$ cat config.mk
export PLATFORM = sky130hd
export DESIGN_NAME = dual_lvl_intc
export DESIGN_NICKNAME = d
export VERILOG_FILES = /design/src/rtl/dli_pkg.sv /design/src/rtl/dli_enable_reg.sv /design/src/rtl/dli_soft_flag.sv /design/src/rtl/dli_read_mux.sv /design/src/rtl/dual_lvl_intc.sv
export SDC_FILE = /design/constraint.sdc
export NUM_CORES = 1
export LEC_CHECK = 0
export ABC_CLOCK_PERIOD_IN_PS = 1200
export CAP_MARGIN = 20
export CORE_ASPECT_RATIO = 0.6
export CORE_MARGIN = 2
export CORE_UTILIZATION = 30
export CTS_CLUSTER_SIZE = 28
export DETAILED_ROUTE_END_ITERATION = 16
export DONT_BUFFER_PORTS = 1
export PLACE_DENSITY_LB_ADDON = 0.2
export SLEW_MARGIN = 40
export SYNTH_ARGS = -nofsm -noshare
export SYNTH_HDL_FRONTEND = slang
export SYNTH_SLANG_ARGS = --single-unit
$ cat constraint.sdc
create_clock -name clk -period 1.2 [get_ports clk]
set_clock_uncertainty 0.2 [all_clocks]
set_input_delay 0.12 -clock clk [delete_from_list [all_inputs] [get_ports clk]]
set_output_delay 0.12 -clock clk [all_outputs]
set_load 0.1 [all_outputs]
$ cat src/rtl/dli_pkg.sv
`timescale 1ns/1ps
package dli_pkg;
  localparam int DLI_NSRC = 32;
  localparam int DLI_DW   = 32;
  localparam int DLI_AW   = 4;

  // Word codes: software decodes these positions, so they are fixed.
  typedef enum logic [DLI_AW-1:0] {
    W_IRQ_STAT = 4'd0,
    W_RAW_A    = 4'd1,
    W_IRQ_ENS  = 4'd2,
    W_IRQ_ENC  = 4'd3,
    W_SW_SET   = 4'd4,
    W_SW_CLR   = 4'd5,
    W_FIQ_STAT = 4'd8,
    W_RAW_B    = 4'd9,
    W_FIQ_ENS  = 4'd10,
    W_FIQ_ENC  = 4'd11
  } word_e;

  localparam int LANES = 2;  // lane 0 = normal, lane 1 = fast

  function automatic logic is_status_word(input logic [DLI_AW-1:0] a);
    return (a == W_IRQ_STAT) || (a == W_RAW_A) || (a == W_FIQ_STAT) || (a == W_RAW_B);
  endfunction
endpackage

$ cat src/rtl/dli_enable_reg.sv
`timescale 1ns/1ps
module dli_enable_reg #(
  parameter int W = 32
) (
  input  logic         clk,
  input  logic         rst_n,
  input  logic         set_stb,
  input  logic         clr_stb,
  input  logic [W-1:0] bits,
  output logic [W-1:0] mask
);
  always_ff @(posedge clk or negedge rst_n) begin
    if (!rst_n)       mask <= '0;
    else if (set_stb) mask <= mask | bits;
    else if (clr_stb) mask <= mask & ~bits;
  end
endmodule

$ cat src/rtl/dli_soft_flag.sv
`timescale 1ns/1ps
module dli_soft_flag (
  input  logic clk,
  input  logic rst_n,
  input  logic set_stb,
  input  logic clr_stb,
  input  logic bit0,
  output logic flag
);
  always_ff @(posedge clk or negedge rst_n) begin
    if (!rst_n)                flag <= 1'b0;
    else if (set_stb && bit0)  flag <= 1'b1;
    else if (clr_stb && bit0)  flag <= 1'b0;
  end
endmodule

$ cat src/rtl/dli_read_mux.sv
`timescale 1ns/1ps
module dli_read_mux
  import dli_pkg::*;
#(
  parameter int NSRC = DLI_NSRC,
  parameter int DW   = DLI_DW
) (
  input  logic [DLI_AW-1:0] addr,
  input  logic [NSRC-1:0]   raw_lvl,
  input  logic [NSRC-1:0]   irq_pend,
  input  logic [NSRC-1:0]   fiq_pend,
  input  logic [NSRC-1:0]   irq_mask,
  input  logic [NSRC-1:0]   fiq_mask,
  input  logic              soft_flag,
  output logic [DW-1:0]     rdata
);
  function automatic logic [DW-1:0] widen(input logic [NSRC-1:0] v);
    return DW'(v);
  endfunction

  always_comb begin
    case (addr)
      W_IRQ_STAT:         rdata = widen(irq_pend);
      W_FIQ_STAT:         rdata = widen(fiq_pend);
      W_RAW_A, W_RAW_B:   rdata = widen(raw_lvl);
      W_IRQ_ENS:          rdata = widen(irq_mask);
      W_FIQ_ENS:          rdata = widen(fiq_mask);
      W_SW_SET:           rdata = DW'(soft_flag);
      default:            rdata = '0;
    endcase
  end
endmodule

$ cat src/rtl/dual_lvl_intc.sv
`timescale 1ns/1ps
module dual_lvl_intc
  import dli_pkg::*;
#(
  parameter int NSRC = DLI_NSRC,
  parameter int DW   = DLI_DW
) (
  input  logic              clk,
  input  logic              rst_n,
  input  logic [NSRC-1:0]   src_lvl,
  input  logic [DLI_AW-1:0] bus_addr,
  input  logic              bus_we,
  input  logic [DW-1:0]     bus_wdata,
  output logic [DW-1:0]     bus_rdata,
  output logic              irq_o,
  output logic              fiq_o
);
  function automatic logic [NSRC-1:0] f_gate(input logic [NSRC-1:0] l, input logic [NSRC-1:0] m);
    return l & m;
  endfunction

  function automatic logic f_any(input logic [NSRC-1:0] v);
    return |v;
  endfunction

  // Write decode, named for the checker
  logic [LANES-1:0] en_set_stb, en_clr_stb;
  logic             sw_set_stb, sw_clr_stb;
  logic             bad_wr;
  logic [NSRC-1:0]  wbits;

  assign wbits         = bus_wdata[NSRC-1:0];
  assign en_set_stb[0] = bus_we && (bus_addr == W_IRQ_ENS);
  assign en_clr_stb[0] = bus_we && (bus_addr == W_IRQ_ENC);
  assign en_set_stb[1] = bus_we && (bus_addr == W_FIQ_ENS);
  assign en_clr_stb[1] = bus_we && (bus_addr == W_FIQ_ENC);
  assign sw_set_stb    = bus_we && (bus_addr == W_SW_SET);
  assign sw_clr_stb    = bus_we && (bus_addr == W_SW_CLR);
  assign bad_wr        = bus_we && is_status_word(bus_addr);

  logic [NSRC-1:0] lane_mask [LANES];
  logic [NSRC-1:0] lane_pend [LANES];
  logic [LANES-1:0] lane_req_q;

  logic            soft_flag;
  logic [NSRC-1:0] raw_lvl;

  dli_soft_flag u_soft (
    .clk     (clk),
    .rst_n   (rst_n),
    .set_stb (sw_set_stb),
    .clr_stb (sw_clr_stb),
    .bit0    (bus_wdata[0]),
    .flag    (soft_flag)
  );

  assign raw_lvl = src_lvl | NSRC'(soft_flag);

  for (genvar g = 0; g < LANES; g++) begin : g_lane
    dli_enable_reg #(.W(NSRC)) u_en (
      .clk     (clk),
      .rst_n   (rst_n),
      .set_stb (en_set_stb[g]),
      .clr_stb (en_clr_stb[g]),
      .bits    (wbits),
      .mask    (lane_mask[g])
    );

    assign lane_pend[g] = f_gate(raw_lvl, lane_mask[g]);

    always_ff @(posedge clk or negedge rst_n) begin
      if (!rst_n) lane_req_q[g] <= 1'b0;
      else        lane_req_q[g] <= f_any(lane_pend[g]);
    end
  end

  logic [NSRC-1:0] irq_mask, fiq_mask, irq_pend, fiq_pend;
  assign irq_mask = lane_mask[0];
  assign fiq_mask = lane_mask[1];
  assign irq_pend = lane_pend[0];
  assign fiq_pend = lane_pend[1];
  assign irq_o    = lane_req_q[0];
  assign fiq_o    = lane_req_q[1];

  dli_read_mux #(.NSRC(NSRC), .DW(DW)) u_rd (
    .addr      (bus_addr),
    .raw_lvl   (raw_lvl),
    .irq_pend  (irq_pend),
    .fiq_pend  (fiq_pend),
    .irq_mask  (irq_mask),
    .fiq_mask  (fiq_mask),
    .soft_flag (soft_flag),
    .rdata     (bus_rdata)
  );
endmodule

==> results_dict.tcl <==
set metrics [dict create \
    antenna_found_initial 1 \
    place_area_um2 5820 \
    ys_seq_elements 67 \
    final_cells 769 \
    die-area_um2 14700 \
    syn-instance-count 457 \
    final_core_util_pct 51.9 \
    floorplan.initialDensity_pct 30.4 \
    core_area_um2 13500 \
    drc_errors 0 \
    setup_slack_ns -0.639 \
    port_buffers 0 \
    violations "hold timing, setup timing" \
    max_stage_delay_ns 0.47 \
    drt_pass1_iterations 5 \
    rsz0062_at_grt "yes" \
    status "finished with violations" \
    hold_class "in -> async" \
    worst_ep_arrival_time_ns 1.52 \
    p_leak_nw 3.11 \
    grt_pass1_vias 4456 \
    period_minus_slack_ns 1.84 \
    finalMaxSlewViolations 0 \
    post_drt_wl_per_cell_um 22.6 \
    final_layout_size_suffix_gt1_share_pct 46.0 \
    worst_slew_pin_slew_ns 0.367 \
    ctsHoldBuffers 24 \
    cp_slowest_cell "a211o_4" \
    finalCritPeriodShare_pct 153 \
    final_area_um2 7030 \
    insertion_delay_ns 0.34 \
    placedCellCount 704 \
    synth_area_per_cell_um2 9.01 \
    die_h_um 94.8 \
    synth_top_cell_area_share_pct 40.7 \
    grt_use_total_pct 24.0 \
    final_nets 659 \
    relSlewSlack_pct 75.4 \
    cp-end-kind "output pin" \
    cp_max_fo 5 \
    tns_ns -13.28 \
    vdd_drop_max_mv 0.628 \
    synth_nets 528 \
    root_buffer "clkbuf_16" \
    fmax_mhz 544 \
    cts_tree "built" \
    drv_cap 0 \
    ios 105 \
    gp_congestion 0.813 \
    syn-cell-area_um2 4120 \
    p_per_area_nw_per_um2 1390 \
    clkSinkCount 67 \
    fillers 1200 \
    cp-start-kind "flip-flop" \
    routed_wl_um 17400 \
    dp_hpwl_um 11400 \
    critical_path_class "reg -> out" \
    grt_pass1_wl_um 26500 \
    cts_buffers 9 \
    synth_top_area_cell "dfrtp_1" \
    vias_per_cell 5.85 \
    cp_cell_sequence "buf_6 > o21ai_2 > nand2b_1 > a211o_4" \
    ys_warn_count 0 \
    cts_htree_levels 3 \
    ys_top_cells_by_area "dfrtp_1 41%, a22oi_1 11%, nand2_1 6.8%" \
    grt_max_degree 72 \
    final_antenna_net_count 0 \
    setup_viol 36 \
    worstPathRequired_ns 0.88 \
    die_w_um 155 \
    hold_ws_ns -0.728 \
    grt_overflow 0 \
    area.growth.synth_to_final_pct 70.7 \
    hold_viol_final 134 \
    ys_types 30 \
    clk_pin_slew_worst_paths_ns 0.06 \
    ctsLongestPathBuffers 2 \
    row_count 33 \
    first_iter_violations 389 \
    seq_area_frac_synth_pct 40.7 \
    vias 4502 \
]
## cell usage in the layout, fill, tap and decap left out, types with 5 or more instances in the layout
master | Yosys | final
a21o_1 | 31 | 31
a21oi_1 | 39 | 29
a21oi_2 | 0 | 9
a22oi_1 | 59 | 26
a22oi_2 | 0 | 33
a31oi_1 | 35 | 35
buf_12 | 0 | 41
buf_4 | 7 | 59
buf_6 | 10 | 35
clkbuf_16 | 0 | 11
dfrtp_1 | 67 | 63
dlygate4sd3_1 | 0 | 24
inv_1 | 17 | 17
mux2i_1 | 15 | 15
nand2_1 | 75 | 26
nand2_2 | 0 | 20
nand2_4 | 0 | 29
nand4_1 | 7 | 7
o2111ai_1 | 29 | 15
o2111ai_2 | 0 | 8
o2111ai_4 | 0 | 6
o21ai_0 | 14 | 12
o21ai_1 | 6 | 5
## report_power, final
| group | internal [W] | leakage (nW) | switching (W) | total [W] |
|---|---|---|---|---|
| Sequential | 0.00277 | 0.770 | 0.000371 | 0.00314 |
| Clock | 0.00172 | 0.147 | 0.00100 | 0.00272 |
| Combinational | 0.00197 | 2.20 | 0.00194 | 0.00391 |
| Total | 0.00646 | 3.11 | 0.00331 | 0.00977 |
## through the flow
step / worst slack, ns / power [W]
floorplan: -0.426 / 0.00494
global placement: -0.769 / 0.00627
detailed placement: -0.754 / 0.00633
CTS: -0.641 / 0.00969
global route: -0.675 / 0.0102
finish: -0.639 / 0.00977
## final timing paths
| check | to | start | slack, ns | depth (start not counted) |
|---|---|---|---|---|
| max | bus_rdata[0] | u_soft.flag | -0.64 | 4 |
| min | async pin | rst_n | -0.73 | 0 |
| max reg2reg | fiq_o | flip-flop | -0.56 | 4 |
| min reg2reg | flip-flop | flip-flop | 0.36 | 2 |
| max in group asynchronous | fiq_o | rst_n | 1.36 | 0 |
| min in group clk | flip-flop | bus_addr[0] | -0.32 | 1 |
## synthesized netlist by cell type
master and count:
a211o_1 1, a21o_1 31, a21oi_1 39, a222oi_1 2, a22oi_1 59, a31oi_1 35, and3_1 1, and3_4 1
and4bb_2 1, buf_2 9, buf_4 7, buf_6 10, clkbuf_1 15, dfrtp_1 67, inv_1 17, mux2i_1 15
nand2_1 75, nand2b_1 1, nand3_1 4, nand4_1 7, nor2_1 4, nor2b_4 1, nor3b_2 1, nor4_1 2
nor4_4 1, nor4b_1 1, nor4b_4 1, o2111ai_1 29, o21ai_0 14, o21ai_1 6
## cell type report
class                   count  area (um^2)  area share (%)
diodes                      1         2.50          0.0356
clock buffers              14          264            3.75
clock inverters             2         35.0           0.498
inverters                  17         63.8           0.907
multi-input cells         332         2820            40.1
flip-flops and latches     67         1680            23.9
well taps                 175          219            3.11
repair buffers            161         1950            27.7
## what timing repair did
action                     in CTS  in global routing
pin swaps                      42                  8
gates resized for setup        80                  9
cloned                          0                  2
setup buffers                  18                  4
hold endpoints to repair      134                134
setup endpoints to repair      36                 36
## layer usage
| layer | up-vias | wire length, um | global-route usage [%] |
|---|---|---|---|
| li1 | 2027 | - | - |
| met1 | 2266 | 7970 | 33.8 |
| met2 | 190 | 7610 | 36.2 |
| met3 | 19 | 1650 | 7.57 |
| met4 | 0 | 181 | 4.97 |
| met5 | - | 0 | 0 |
## worst max-delay path, delay by kind of cell, from the launching register on
family | cells | cell delay, ns
compound gates | 2 | 0.57
flops | 1 | 0.39
buf+inv | 1 | 0.13
simple gates | 1 | 0.08
## cells by family (layout without fill, tap and decap cells)
family                 count (synthesis)  after routing  share of synthesized area (%)
AOI/OAI and AO/OA                    216            216                           35.8
other                                  0              1                              0
DFF                                   67             67                           40.7
buffers and inverters                 58            194                           8.02
and+or+nand+nor                      101            101                           11.9
muxes                                 15             15                           3.65
Note: power is estimated with default switching activity, not from simulation.
